`src/rtl/accum_pkg.sv`:
```
package accum_pkg;

    typedef enum logic [1:0] {
        OP_ZERO = 2'd0,
        OP_ADD  = 2'd1,
        OP_SUB  = 2'd2
    } op_e;

    typedef struct packed {
        logic ovf;
        logic cout;
    } acc_flags_t;

    localparam acc_flags_t FLAGS_NONE = '{ovf: 1'b0, cout: 1'b0};

    function automatic op_e pick_op(input logic add_req, input logic sub_req);
        if (sub_req)
            return OP_SUB;
        else if (add_req)
            return OP_ADD;
        else
            return OP_ZERO;
    endfunction

endpackage

```
`src/rtl/acc_operand_gate.sv`:
```
module acc_operand_gate #(
    parameter int N = 4
) (
    input  logic [N-1:0]    b_in,
    input  accum_pkg::op_e  op,
    output logic [N-1:0]    b_eff,
    output logic            cin
);
    import accum_pkg::*;

    always_comb begin
        unique case (op)
            OP_ADD: begin
                b_eff = b_in;
                cin   = 1'b0;
            end
            OP_SUB: begin
                b_eff = ~b_in;
                cin   = 1'b1;
            end
            default: begin
                b_eff = '0;
                cin   = 1'b0;
            end
        endcase
    end

endmodule

```
`src/rtl/acc_bit_cell.sv`:
```
module acc_bit_cell (
    input  logic a,
    input  logic b,
    input  logic ci,
    output logic s,
    output logic co
);
    always_comb begin
        s  = a ^ b ^ ci;
        co = (a & b) | (a & ci) | (b & ci);
    end
endmodule

```
`src/rtl/acc_ripple_adder.sv`:
```
module acc_ripple_adder #(
    parameter int N = 4
) (
    input  logic [N-1:0] a,
    input  logic [N-1:0] b,
    input  logic         cin,
    output logic [N-1:0] sum,
    output logic         cout,
    output logic         c_msb,
    output logic         ovf
);
    localparam int MSB = N - 1;

    logic [N:0] carry;

    assign carry[0] = cin;

    for (genvar i = 0; i < N; i++) begin : g_cell
        acc_bit_cell u_cell (
            .a  (a[i]),
            .b  (b[i]),
            .ci (carry[i]),
            .s  (sum[i]),
            .co (carry[i+1])
        );
    end

    assign cout  = carry[N];
    assign c_msb = carry[MSB];
    // Sign-based rule: same-sign operands, result of the other sign.
    assign ovf   = (a[MSB] == b[MSB]) && (sum[MSB] != a[MSB]);

endmodule

```
`src/rtl/accum_addsub.sv`:
```
module accum_addsub #(
    parameter int N = 4
) (
    input  logic         clk,
    input  logic         rst,
    input  logic         clr,
    input  logic         ld_b,
    input  logic         xfer,
    input  logic         add_en,
    input  logic         sub_en,
    input  logic [N-1:0] data_in,
    output logic [N-1:0] acc_q,
    output logic [N-1:0] b_q,
    output logic         ovf_q,
    output logic         cout_q
);
    import accum_pkg::*;

    op_e          op_sel;
    logic [N-1:0] b_eff;
    logic         cin;
    logic [N-1:0] sum;
    logic         add_cout;
    logic         add_cmsb;
    logic         add_ovf;
    acc_flags_t   flags;

    assign op_sel = pick_op(add_en, sub_en);

    acc_operand_gate #(.N(N)) u_gate (
        .b_in  (b_q),
        .op    (op_sel),
        .b_eff (b_eff),
        .cin   (cin)
    );

    acc_ripple_adder #(.N(N)) u_add (
        .a     (acc_q),
        .b     (b_eff),
        .cin   (cin),
        .sum   (sum),
        .cout  (add_cout),
        .c_msb (add_cmsb),
        .ovf   (add_ovf)
    );

    always_ff @(posedge clk) begin
        if (rst) begin
            acc_q <= '0;
            b_q   <= '0;
            flags <= FLAGS_NONE;
        end else begin
            if (ld_b)
                b_q <= data_in;
            if (clr) begin
                acc_q <= '0;
                flags <= FLAGS_NONE;
            end else if (xfer) begin
                acc_q <= sum;
                flags <= '{ovf: add_ovf, cout: add_cout};
            end
        end
    end

    assign ovf_q  = flags.ovf;
    assign cout_q = flags.cout;

    AST_RESET_ZERO: assert property (@(posedge clk) rst |=> (acc_q == '0 && b_q == '0 && !ovf_q && !cout_q));
    AST_LOAD_B: assert property (@(posedge clk) disable iff (rst) ld_b |=> b_q == $past(data_in));
    AST_ADD_SUM: assert property (@(posedge clk) disable iff (rst) (xfer && !clr && add_en && !sub_en) |=> acc_q == $past(acc_q + b_q));
    AST_SUB_DIFF: assert property (@(posedge clk) disable iff (rst) (xfer && !clr && sub_en) |=> acc_q == $past(acc_q - b_q));
    AST_PASS_HOLD: assert property (@(posedge clk) disable iff (rst) (xfer && !clr && !add_en && !sub_en) |=> (acc_q == $past(acc_q) && !ovf_q && !cout_q));
    AST_OVF_CARRY: assert property (@(posedge clk) disable iff (rst) (xfer && !clr) |=> ovf_q == $past(add_cmsb ^ add_cout));
    AST_CLR_WINS: assert property (@(posedge clk) disable iff (rst) clr |=> (acc_q == '0 && !ovf_q && !cout_q));
    AST_IDLE_HOLD: assert property (@(posedge clk) disable iff (rst) (!xfer && !clr) |=> ($stable(acc_q) && $stable(ovf_q) && $stable(cout_q)));

endmodule

```
`config.mk`:
```
export PLATFORM = sky130hd
export DESIGN_NAME = accum_addsub
export DESIGN_NICKNAME = d
export VERILOG_FILES = /design/src/rtl/accum_pkg.sv /design/src/rtl/acc_operand_gate.sv /design/src/rtl/acc_bit_cell.sv /design/src/rtl/acc_ripple_adder.sv /design/src/rtl/accum_addsub.sv
export SDC_FILE = /design/constraint.sdc
export NUM_CORES = 1
export LEC_CHECK = 0
export ABC_AREA = 1
export BUFFER_PORTS_ARGS = -buffer_cell sky130_fd_sc_hd__buf_2
export CORE_AREA = 2 2 39 41
export DETAILED_ROUTE_END_ITERATION = 7
export DIE_AREA = 0 0 41 43
export GPL_TIMING_DRIVEN = 0
export PLACE_DENSITY = 0.83
export SLEW_MARGIN = 20
export SYNTH_ARGS = -nofsm -noshare
export SYNTH_HDL_FRONTEND = slang
export SYNTH_SLANG_ARGS = --single-unit
```
`constraint.sdc`:
```
create_clock -name clk -period 2.75 [get_ports clk]
set_clock_uncertainty 0.15 [all_clocks]
set_input_delay 0 -clock clk [delete_from_list [all_inputs] [get_ports clk]]
set_output_delay 0 -clock clk [all_outputs]
set_load 0.05 [all_outputs]
```
# ---- Word level (Yosys, flattened, before mapping)
# Cells that the tools add are included.
dict set report totals {
  regBits 10
  latch_bits 0
  ramBits 0
  mem_bits_ro 0
  out_inout_bits 10
  word_cells 43
  mem_count 0
}
dict set report op_classes {
  addsub 0
  n_mul 0
  div 0
  order_cmp 0
  eq_ne 4
  n_shift 0
  muxes 4
  bitwise 29
  reduce_logical 2
}
# op count
set op_table {}
lappend op_table {{$and A1 B1 Y1} 12}
lappend op_table {{$or A1 B1 Y1} 8}
lappend op_table {{$pmux W4 S2} 1}
lappend op_table {{$xor A1 B1 Y1} 8}
lappend op_table {{$not A4 Y4} 1}
lappend op_table {{$eq A2 B1 Y1 const B} 1}
lappend op_table {{$eq A2 B2 Y1 const B} 1}
lappend op_table {{$mux W1} 2}
lappend op_table {{$mux W2} 1}
lappend op_table {{$reduce_or A2 Y1} 1}
lappend op_table {{$eq A1 B1 Y1} 1}
lappend op_table {{$logic_and A1 B1 Y1} 1}
lappend op_table {{$ne A1 B1 Y1} 1}

# ---- Logic depth before layout (Yosys ltp)
# Gate-level depths: netlist (run 1).
dict set report logic_depth {
  word_depth 16
  depth_mapped 15
  ltp_nobuf 14
}

# ---- Hierarchy
# A second synthesis (run 1) with hierarchy kept.
dict set report unflattened {
  hier_cells 99
  area_unflattened_um2 625.6
}
# module n_inst cells_per_inst area_per_inst_um2 seq_area_each_um2
set modules_own_cells {}
lappend modules_own_cells {accum_addsub 1 66 426.7 200.2}
lappend modules_own_cells {acc_operand_gate 1 19 81.3 0.0}
lappend modules_own_cells {acc_bit_cell 4 1 20.0 0.0}
lappend modules_own_cells {acc_ripple_adder 1 10 37.5 0.0}

# ---- Worst setup path after synthesis (run 1)
# No wires, ideal clock.
dict set report synth_timing {
  kind {register to register}
  startpoint {reg b_q[0]}
  endpoint {reg flags (netlist bit ovf_q)}
  setup_ns 0.120
  arrival_ns 2.669
  t_required_ns 2.480
  setup_slack_ns -0.189
  stages_incl_launch_ff 15
  path_buffers 0
  cell_sequence {dfxtp_1 -> inv_1 -> nand2_1 -> o21ai_1 -> ha_1 -> a21oi_1 -> nand2_1 -> fa_1 -> fa_1 -> inv_1 -> fa_1 -> inv_1 -> nand2_1 -> nand3_1 -> a21oi_1}
}
dict set report synth_between {
  elab_chain_len 14
  word_cells_on_any_way 17
  cone_classes {eq/ne (1); mux (1); bitwise (14); reduce/logical (1)}
}
# element line
set synth_lines {}
lappend synth_lines {{start: declaration} accum_addsub.sv:13} ;# output logic [N-1:0] b_q,
lappend synth_lines {{start signal: assignment} accum_addsub.sv:54} ;# b_q <= data_in;
lappend synth_lines {{$not A4 Y4} acc_operand_gate.sv:18} ;# b_eff = ~b_in;
lappend synth_lines {{$pmux W4 S2 (*)} acc_operand_gate.sv:12} ;# unique case (op)
lappend synth_lines {{$and A1 B1 Y1} acc_bit_cell.sv:10} ;# co = (a & b) | (a & ci) | (b & ci);
lappend synth_lines {{$or A1 B1 Y1} acc_bit_cell.sv:10}
lappend synth_lines {{$or A1 B1 Y1 (*)} acc_bit_cell.sv:10}
lappend synth_lines {{$and A1 B1 Y1} acc_bit_cell.sv:10}
lappend synth_lines {{$or A1 B1 Y1} acc_bit_cell.sv:10}
lappend synth_lines {{$or A1 B1 Y1 (*)} acc_bit_cell.sv:10}
lappend synth_lines {{$and A1 B1 Y1} acc_bit_cell.sv:10}
lappend synth_lines {{$or A1 B1 Y1} acc_bit_cell.sv:10}
lappend synth_lines {{$or A1 B1 Y1 (*)} acc_bit_cell.sv:10}
lappend synth_lines {{$xor A1 B1 Y1 (*)} acc_bit_cell.sv:9} ;# s = a ^ b ^ ci;
lappend synth_lines {{$ne A1 B1 Y1 (*)} acc_ripple_adder.sv:31} ;# assign ovf = (a[MSB] == b[MSB]) && (sum[MSB] != a[MSB]);
lappend synth_lines {{$logic_and A1 B1 Y1 (*)} acc_ripple_adder.sv:31}
lappend synth_lines {{end signal: assignment} accum_addsub.sv:60} ;# flags <= '{ovf: add_ovf, cout: add_cout};
lappend synth_lines {{end: declaration} accum_addsub.sv:26} ;# acc_flags_t flags;
# Every way passes the cells marked *; elsewhere a longest branch is shown, timed or not.
# A chain may end at the register's enable or synchronous reset.

# ---- Worst setup path after layout (run 1)
# Ends and elaborated chain as after synthesis.

==> impl_metrics.py, run 1 <==
metrics = {
    "outcome": {
        "status": "finished clean",
    },
    "synthesis": {
        "yosysWarnings": 0,
        "yosys.area.top_type": "dfxtp_1",
        "netlist_area_um2": 586,
        "syn_inst": 76,
        "syn_avg_cell_area_um2": 7.70,
        "yosysUniqueCellTypes": 18,
        "synth.top_cell.area_share": 0.342,
        "ys_ff_latch": 10,
        "syn_nets": 92,
        "synth.area.top_cells": "dfxtp_1 34%, fa_1 10%, a21oi_1 7.7%, buf_4 6.4%, inv_1 6.4%",
        "ys_seq_area_frac": 0.342,
    },
    "placement": {
        "io_buffers": 19,
        "gp_congestion": 0.723,
        "placed_cells": 111,
        "dp_hpwl_um": 844,
    },
    "timing": {
        "drv_slew": 0,
        "hold_viol": 0,
        "tightestPinTransition_ps": 278,
        "tns_ps": 0,
        "setup_viol": 0,
        "final.period_utilization": 0.974,
        "fmax_ghz": 0.374,
        "relSlewSlack": 0.813,
        "hold_slack_ps": 186,
        "period_needed_ps": 2680,
    },
    "finish": {
        "nets": 135,
        "syn_to_final_growth_pct": 62.2,
        "drive_gt1_frac": 0.407,
        "instances_no_fill": 134,
        "multiInputGateArea_um2": 323,
        "nFillCells": 112,
        "n_antenna_cell": 0,
        "regArea_um2": 204,
    },
    "floorplan": {
        "initial_utilization": 0.423,
        "ios": 21,
        "fp.dieW_um": 41,
        "rows": 14,
        "fp.dieH_um": 43,
        "dieArea_mm2": 0.00176,
        "core_area_mm2": 0.00138,
    },
    "setup_path": {
        "end_kind": "flop",
        "required_ps": 2750,
        "crit_path_start_kind": "flop",
        "worst_ep_arrival_time_ps": 2670,
        "crit_fanout": 3,
        "worstSetupPathType": "reg2reg",
    },
    "global_route": {
        "antenna_found_initial": 0,
        "grt_usage": 0.173,
        "grt.overflow.total": 0,
        "grt_max_degree": 11,
        "grt_pass1_vias": 566,
        "grt_pass1_wl_um": 2120,
    },
    "route": {
        "routed_wl_um": 1380,
        "wl_per_cell_um": 10.3,
        "ant_nets": 0,
        "drtPass1Iterations": 4,
        "drtIter0Drc": 5,
        "vias": 616,
        "drc_errors": 0,
        "routed_via_density": 4.60,
    },
    "pwr": {
        "power_density_mw_per_mm2": 445,
        "total_power_w": 0.000422,
        "peakVddDrop_uv": 287,
        "leakagePower_nw": 0.494,
    },
    "clock_tree": {
        "ctsHtreeMaxLevel": 1,
        "numCtsBuffers": 3,
        "worstSkewPairLatency_ps": 280,
        "cts.path.max_buffers": 2,
        "cts_sinks": 10,
        "tritoncts": "built",
        "clk_transition_reported_paths_ps": 80,
        "cts-root-buf": "clkbuf_4",
    },
    "flow_run": {
        "drv_cap": 0,
    },
    "min_path": {
        "min_path_type": "in2reg",
    },
}
==> cells by family (layout without fill, tap and decap cells) <==
logic type / after synthesis / count (layout) / synth area share
simple gates: 24 / 24 / 0.177
compound gates: 18 / 18 / 0.160
buf+inv: 18 / 60 / 0.160
flops: 10 / 10 / 0.342
fa+ha+maj: 5 / 5 / 0.145
xor+xnor: 1 / 1 / 0.0150
==> registers in the layout, summed over array words and instances, names as in the netlist <==
register	count
acc_q	4
b_q	4
cout_q	1
ovf_q	1
==> repair_timing <==
| action | in CTS | in global routing |
|---|---|---|
| buffers inserted | 0 | 3 |
| resized for setup | 0 | 13 |
| hold buffers | 16 | 0 |
| endpoints found under the setup margin | 0 | 1 |
| hold endpoints to repair | 10 | 0 |
==> cell type report <==
type / count / area share
plain buffers: 6 / 0.0514
clock buffers: 4 / 0.0277
inverters: 12 / 0.0501
multi-input cells: 48 / 0.340
flip-flops and latches: 10 / 0.215
well taps: 16 / 0.0211
repair buffers: 38 / 0.295
==> critical path, stage by stage (launching register included) <==
cell and delay (ps):
dfxtp_4 360, inv_4 40, nand2_4 60, o21ai_2 50
ha_2 160, a21oi_2 90, nand2_1 80, fa_2 400
fa_2 390, inv_2 60, fa_1 430, inv_1 80
nand2_1 60, nand3_2 70, a21oi_2 50
==> where the power goes <==
| part | internal (W) | switching, W | total, W | leakage (nW) |
|---|---|---|---|---|
| registers | 0.000154 | 0.00000883 | 0.000162 | 0.0829 |
| clock network | 0.0000562 | 0.0000560 | 0.000112 | 0.0150 |
| logic | 0.0000643 | 0.0000837 | 0.000148 | 0.396 |
| total | 0.000274 | 0.000149 | 0.000422 | 0.494 |
==> routing by layer <==
metal / share of wire / GRT usage
met4: 0.028 / 0.0800
met3: 0.038 / 0.0314
met1: 0.41 / 0.188
met5: 0 / 0
met2: 0.52 / 0.300
==> per-stage QoR <==
| step | instance area [um2] | util | setup slack [ps] |
|---|---|---|---|
| after floorplan | 589 | - | 71.4 |
| after global placement | 704 | 0.509 | 127 |
| after detailed placement | 704 | 0.509 | 72.4 |
| after CTS | 891 | 0.644 | 11.8 |
| after global routing | 950 | 0.686 | -45.0 |
| final | 950 | 0.686 | 72.8 |
==> path summary, 6_finish.rpt <==
check,start,slack [ps],cells past startpoint,to
max,b_q[0]$_SDFFE_PP0P_,70,14,ovf_q$_SDFFE_PP0P_
min,add_en,190,6,cout_q$_SDFFE_PP0P_
max reg2reg,b_q[0]$_SDFFE_PP0P_,70,14,ovf_q$_SDFFE_PP0P_
min reg2reg,acc_q[2]$_SDFFE_PP0P_,350,2,acc_q[2]$_SDFFE_PP0P_
==> Yosys cell counts <==
master and instances:
nand2_1 10, inv_2 2, o21ai_2 1, buf_4 5
o21ai_1 1, dfxtp_1 10, xnor2_1 1, nand2_4 1
nand2_2 1, buf_6 1, nor2_1 10, a21oi_1 9
fa_1 3, ha_1 2, o21ai_0 7, nand3_1 1
nor2_2 1, inv_1 10
==> cells in the final DEF, fill, tap and decap left out <==
cell,n
buf_6,1
nor2_1,10
o21ai_0,7
ha_1,1
nand3_2,1
dlymetal6s4s_1,1
dfxtp_4,1
nor2_2,1
fa_1,1
xnor2_1,1
a21oi_2,2
buf_2,19
nand2_1,9
fa_2,2
buf_4,8
ha_2,1
o21ai_2,2
inv_2,3
nand2_2,1
a21oi_1,7
clkbuf_4,3
dfxtp_1,9
clkbuf_1,1
inv_1,8
inv_4,1
nand2_4,2
dlygate4sd3_1,15
No activity file was read; power rests on OpenSTA's default activity.
==> run 2: changes to the inputs <==
--- a/config.mk
+++ b/config.mk
@@ -6,12 +6,12 @@
 export NUM_CORES = 1
 export LEC_CHECK = 0
 export ABC_AREA = 1
-export BUFFER_PORTS_ARGS = -buffer_cell sky130_fd_sc_hd__buf_2
 export CORE_AREA = 2 2 39 41
 export DETAILED_ROUTE_END_ITERATION = 7
 export DIE_AREA = 0 0 41 43
+export DONT_BUFFER_PORTS = 1
 export GPL_TIMING_DRIVEN = 0
-export PLACE_DENSITY = 0.83
+export PLACE_DENSITY = 0.7
 export SLEW_MARGIN = 20
 export SYNTH_ARGS = -nofsm -noshare
 export SYNTH_HDL_FRONTEND = slang
==> run 2 against run 1 <==
Global-route usage increased by 0.60 points. Cell count fell by 16%. Hold slack lost 130 ps. Critical path type unchanged. Largest cell class is now multi-input combinational cells.
==> impl_metrics.py, run 2 (synthesis results as in run 1) <==
metrics = {
    "setup_path": {
        "worst-r2r-setup-slack_ps": 30,
        "rr_endpoint": "ovf_q$_SDFFE_PP0P_",
        "path_buf_inv": 3,
        "end_kind": "flop",
        "worst_ep_arrival_time_ps": 2720,
        "worstSetupPathType": "reg2reg",
        "ff2ff_path_depth": 14,
        "crit_fanout": 3,
        "crit_path_start_kind": "flop",
        "path_cells": "inv_4 -> nand2_4 -> o21ai_2 -> ha_2 -> a21oi_2 -> nand2_1 -> fa_2 -> fa_2 -> inv_2 -> fa_1 -> inv_1 -> nand2_1 -> nand3_1 -> a21oi_1",
        "crit_path_top_delay_cell": "dfxtp_4",
        "max_stage_delay_ps": 450,
        "cpLargestDelayFamily": "adder cells",
        "required_ps": 2750,
        "regToRegStartpoint": "b_q[0]$_SDFFE_PP0P_",
    },
    "global_route": {
        "grt_pass1_vias": 523,
        "grt-busiest-layer": "met2",
        "grt_use_met3": 0.0733,
        "grt_usage": 0.179,
        "antenna_found_initial": 0,
        "grt.met1_usage": 0.214,
        "grt_max_degree": 11,
        "grt.overflow.total": 0,
        "grt_pass1_wl_um": 2120,
        "met2_usage": 0.278,
    },
    "pwr": {
        "leakagePower_nw": 0.384,
        "power_density_mw_per_mm2": 473,
        "peakVddDrop_uv": 304,
    },
    "route": {
        "ant_nets": 0,
        "drc_errors": 0,
        "drtIter0Drc": 7,
        "wl_per_cell_um": 10.8,
        "drtPass1Iterations": 4,
        "routed_wl_um": 1220,
        "routed_via_density": 4.73,
        "vias": 535,
    },
    "timing": {
        "relSlewSlack": 0.597,
        "fmax_ghz": 0.368,
        "drv_slew": 0,
        "final.period_utilization": 0.988,
        "rsz0062_at_grt": "yes",
        "setup_slack_ps": 32.6,
        "tns_ps": 0,
        "tightestPinTransition_ps": 604,
        "hold_viol": 0,
        "setup_viol": 0,
        "period_needed_ps": 2720,
        "hold_slack_ps": 59.1,
    },
    "min_path": {
        "min_path_type": "in2reg",
        "hold_path_depth": 5,
        "whs_endpoint": "cout_q$_SDFFE_PP0P_",
        "hold_start": "add_en",
    },
    "finish": {
        "syn_to_final_growth_pct": 41.9,
        "layout_commonest_cell": "dlygate4sd3_1",
        "reg_top3": "acc_q: 4 flops, b_q: 4 flops",
        "n_antenna_cell": 0,
        "drive_gt1_frac": 0.247,
        "most-common-layout-cells": "17 x dlygate4sd3_1, 10 x nor2_1, 9 x nand2_1, 9 x dfxtp_1",
        "final_util": 0.600,
        "nets": 114,
    },
    "floorplan": {
        "ios": 21,
        "core_area_mm2": 0.00138,
        "fp.dieW_um": 41,
        "initial_utilization": 0.423,
        "dieArea_mm2": 0.00176,
        "fp.dieH_um": 43,
        "rows": 14,
    },
    "clock_tree": {
        "cts-root-buf": "clkbuf_4",
        "ctsHtreeMaxLevel": 1,
        "worstSkewPairLatency_ps": 260,
        "cts_sinks": 10,
        "numCtsBuffers": 3,
        "cts.path.max_buffers": 2,
        "clk_transition_reported_paths_ps": 70,
        "tritoncts": "built",
        "post_cts_buffers": 0,
    },
    "flow_run": {
        "drv_cap": 0,
    },
    "placement": {
        "gp_congestion": 0.736,
        "dp_hpwl_um": 780,
        "pre_cts_ws_ps": -48.4,
        "io_buffers": 0,
    },
    "outcome": {
        "status": "finished clean",
    },
}
[run 2: cell types whose count changed in the layout (fill, tap and decap cells not counted), sizes merged]
cell          previous run  this run
buf                     28         6
dlymetal6s4s             1         0
dlygate4sd3             15        17
[run 2: through the flow]
stage	cells	power [W]	area, um2
2_1_floorplan	76	0.000253	589
3_3_place_gp	92	0.000260	609
3_5_place_dp	92	0.000262	609
4_1_cts	113	0.000390	808
5_1_grt	113	0.000425	831
6_report	113	0.000393	831
[run 2: layout make-up]
class	instances	area [um2]
clock buffers	4	26.3
inverters	12	47.5
flip-flops and latches	10	204
multi-input cells	48	314
well taps	16	20.0
fillers	117	553
repair buffers	17	170
plain buffers	6	48.8
[run 2: where the power goes]
group          total (W)  internal [W]  switching [W]
clock network   0.000107     0.0000560      0.0000507
registers       0.000182      0.000154      0.0000285
logic           0.000105     0.0000504      0.0000541
[run 2: worst reg2reg max path, stage by stage, from the launching register on]
cell     delay (ps)
dfxtp_4         450
inv_4            70
nand2_4          60
o21ai_2          50
ha_2            160
a21oi_2         100
nand2_1          90
fa_2            390
fa_2            340
inv_2            60
fa_1            430
inv_1            70
nand2_1          50
nand3_1          80
a21oi_1          60
[run 2: worst max path at each step]
stage | from | endpoint | slack (ps) | depth (start not counted)
after floorplan | b_q[0]$_SDFFE_PP0P_ | ovf_q$_SDFFE_PP0P_ | 70 | 14
after global placement | b_q[0]$_SDFFE_PP0P_ | ovf_q$_SDFFE_PP0P_ | -30 | 14
after detailed placement | b_q[0]$_SDFFE_PP0P_ | ovf_q$_SDFFE_PP0P_ | -50 | 14
after CTS | b_q[0]$_SDFFE_PP0P_ | ovf_q$_SDFFE_PP0P_ | 20 | 14
after global routing | b_q[0]$_SDFFE_PP0P_ | ovf_q$_SDFFE_PP0P_ | -100 | 14
final | b_q[0]$_SDFFE_PP0P_ | ovf_q$_SDFFE_PP0P_ | 30 | 14
[run 2: timing repair]
action,CTS,global route
endpoints found under the setup margin,1,2
gates resized for setup,2,8
hold buffers,17,0
pin swaps,1,3
hold endpoints to repair,10,0
[run 2: metal layers]
metal | up-vias | wire [um]
met5 | - | 0
met1 | 244 | 498
met4 | 0 | 0
li1 | 274 | -
met3 | 0 | 64
met2 | 17 | 661
==> run 3: changes to the inputs <==
--- a/config.mk
+++ b/config.mk
@@ -7,6 +7,7 @@
 export LEC_CHECK = 0
 export ABC_AREA = 1
 export CORE_AREA = 2 2 39 41
+export CTS_BUF_LIST = sky130_fd_sc_hd__clkbuf_4 sky130_fd_sc_hd__clkbuf_8 sky130_fd_sc_hd__clkbuf_16
 export DETAILED_ROUTE_END_ITERATION = 7
 export DIE_AREA = 0 0 41 43
 export DONT_BUFFER_PORTS = 1
==> run 3 against run 2 <==
Register-to-register slack is essentially flat. Setup slack worse by 1.5 ps. Sequential share of layout area fell by 0.11 points. Cell count is the same. Critical path depth is the same. Combinational power is essentially flat. Flip-flop and latch count did not move. Cell area rose by 0.45%. Maximum frequency barely moved. Core utilization increased by 0.27 points. Non-clock buffer count unchanged. First-iteration DRC count down 14%. Critical path type unchanged. Largest cell class unchanged. Highest routed layer unchanged.
==> impl_metrics.py, run 3 (synthesis results as in run 1) <==
metrics = {
    "floorplan": {
        "fp.dieH_um": 43,
        "dieArea_mm2": 0.00176,
        "rows": 14,
        "initial_utilization": 0.423,
        "ios": 21,
        "fp.dieW_um": 41,
        "core_area_mm2": 0.00138,
    },
    "outcome": {
        "status": "finished clean",
    },
    "timing": {
        "period_needed_ps": 2720,
        "hold_viol": 0,
        "relSlewSlack": 0.597,
        "setup_viol": 0,
        "fmax_ghz": 0.368,
        "rsz0062_at_grt": "yes",
        "final.period_utilization": 0.989,
        "tightestPinTransition_ps": 604,
        "drv_slew": 0,
    },
    "global_route": {
        "grt.overflow.total": 0,
        "grt_pass1_wl_um": 2120,
        "antenna_found_initial": 0,
        "grt_max_degree": 11,
        "grt_usage": 0.179,
        "grt_pass1_vias": 523,
    },
    "finish": {
        "most-common-layout-cells": "17 x dlygate4sd3_1, 10 x nor2_1, 9 x nand2_1, 9 x dfxtp_1",
        "stdcell_area_um2": 835,
        "instances_no_fill": 113,
        "syn_to_final_growth_pct": 42.5,
        "layout_commonest_cell": "dlygate4sd3_1",
        "n_antenna_cell": 0,
        "final_util": 0.603,
        "nets": 114,
        "drive_gt1_frac": 0.258,
        "reg_top3": "acc_q: 4 flops, b_q: 4 flops",
    },
    "clock_tree": {
        "numCtsBuffers": 3,
        "cts_sinks": 10,
        "clk_transition_reported_paths_ps": 70,
        "tritoncts": "built",
        "worstSkewPairLatency_ps": 260,
        "ctsHtreeMaxLevel": 1,
        "post_cts_buffers": 0,
        "cts.path.max_buffers": 2,
        "cts-root-buf": "clkbuf_4",
    },
    "route": {
        "ant_nets": 0,
        "drtIter0Drc": 6,
        "wl_per_cell_um": 10.8,
        "drc_errors": 0,
        "routed_via_density": 4.73,
        "vias": 535,
        "drtPass1Iterations": 4,
        "routed_wl_um": 1220,
    },
    "setup_path": {
        "end_kind": "flop",
        "max_stage_delay_ps": 450,
        "worstSetupPathType": "reg2reg",
        "path_buf_inv": 3,
        "cpLargestDelayFamily": "adder cells",
        "worst_ep_arrival_time_ps": 2720,
        "required_ps": 2750,
        "path_cells": "inv_4 -> nand2_4 -> o21ai_2 -> ha_2 -> a21oi_2 -> nand2_1 -> fa_2 -> fa_2 -> inv_2 -> fa_1 -> inv_1 -> nand2_1 -> nand3_1 -> a21oi_1",
        "crit_fanout": 3,
        "crit_path_top_delay_cell": "dfxtp_4",
        "crit_path_start_kind": "flop",
    },
    "pwr": {
        "seq_power_share": 0.451,
        "p_sw_w": 0.000134,
        "p_sw_frac": 0.331,
        "peakVddDrop_uv": 294,
        "p_int_w": 0.000270,
        "power_density_mw_per_mm2": 484,
        "pwr-share-clk": 0.290,
        "pwr-share-comb": 0.259,
        "leakagePower_nw": 0.388,
    },
    "min_path": {
        "min_path_type": "in2reg",
    },
    "placement": {
        "place_area_um2": 609,
        "placed_cells": 92,
        "gp_congestion": 0.736,
        "dp_hpwl_um": 780,
        "io_buffers": 0,
    },
    "flow_run": {
        "drv_cap": 0,
    },
}
-- run 3: power by group through the flow --
stage               Clock, W  Sequential, W  Combinational (W)
floorplan                  0       0.000183          0.0000701
global placement           0       0.000184          0.0000760
detailed placement         0       0.000185          0.0000776
CTS                 0.000119       0.000182          0.0000988
global route        0.000132       0.000183           0.000119
finish              0.000117       0.000182           0.000105
-- run 3: final cells by class --
class	count	area [um2]
sequential	10	204
timing repair buffer	17	170
multi-input combinational	48	314
inverter	12	47.5
buffer	6	48.8
clock buffer	4	30.0
fill	118	549
tap	16	20.0
-- run 3: worst reg2reg max path: stages (launching register included) --
cell and delay (ps):
dfxtp_4 450, inv_4 70, nand2_4 60, o21ai_2 50, ha_2 160, a21oi_2 100
nand2_1 90, fa_2 390, fa_2 340, inv_2 60, fa_1 430, inv_1 70
nand2_1 50, nand3_1 80, a21oi_1 60
-- run 3: timing repair --
item                       in CTS  in global routing
pin swaps                       1                  3
hold buffers                   17                  0
resized for setup               2                  8
hold endpoints to repair       10                  0
setup endpoints to repair       1                  2
-- run 3: routing by layer --
layer  vias up  global-route usage  share of wire
li1        274                   -              -
met1       244               0.214           0.41
met2        17               0.278           0.54
met3         0              0.0733          0.052
met4         0              0.0600              0
met5         -                   0              0
-- run 3: path summary, 6_finish.rpt --
check	start	end	slack [ps]	cells past startpoint
setup reg to reg	b_q[0]$_SDFFE_PP0P_	ovf_q$_SDFFE_PP0P_	30	14
hold / removal	add_en	cout_q$_SDFFE_PP0P_	60	5
hold reg to reg	acc_q[1]$_SDFFE_PP0P_	acc_q[1]$_SDFFE_PP0P_	350	2
setup / recovery	b_q[0]$_SDFFE_PP0P_	ovf_q$_SDFFE_PP0P_	30	14
-- run 3: stage by stage --
step | hold WS, ps | setup WS (ps) | setup TNS (ps) | power [W]
after floorplan | -15.1 | 71.4 | 0 | 0.000253
after global placement | -7.44 | -28.7 | -28.7 | 0.000260
after detailed placement | -8.56 | -48.4 | -48.4 | 0.000262
after CTS | 46.2 | 18.5 | 0 | 0.000399
after global routing | 71.8 | -95.3 | -95.3 | 0.000435
final | 59.8 | 31.1 | 0 | 0.000404
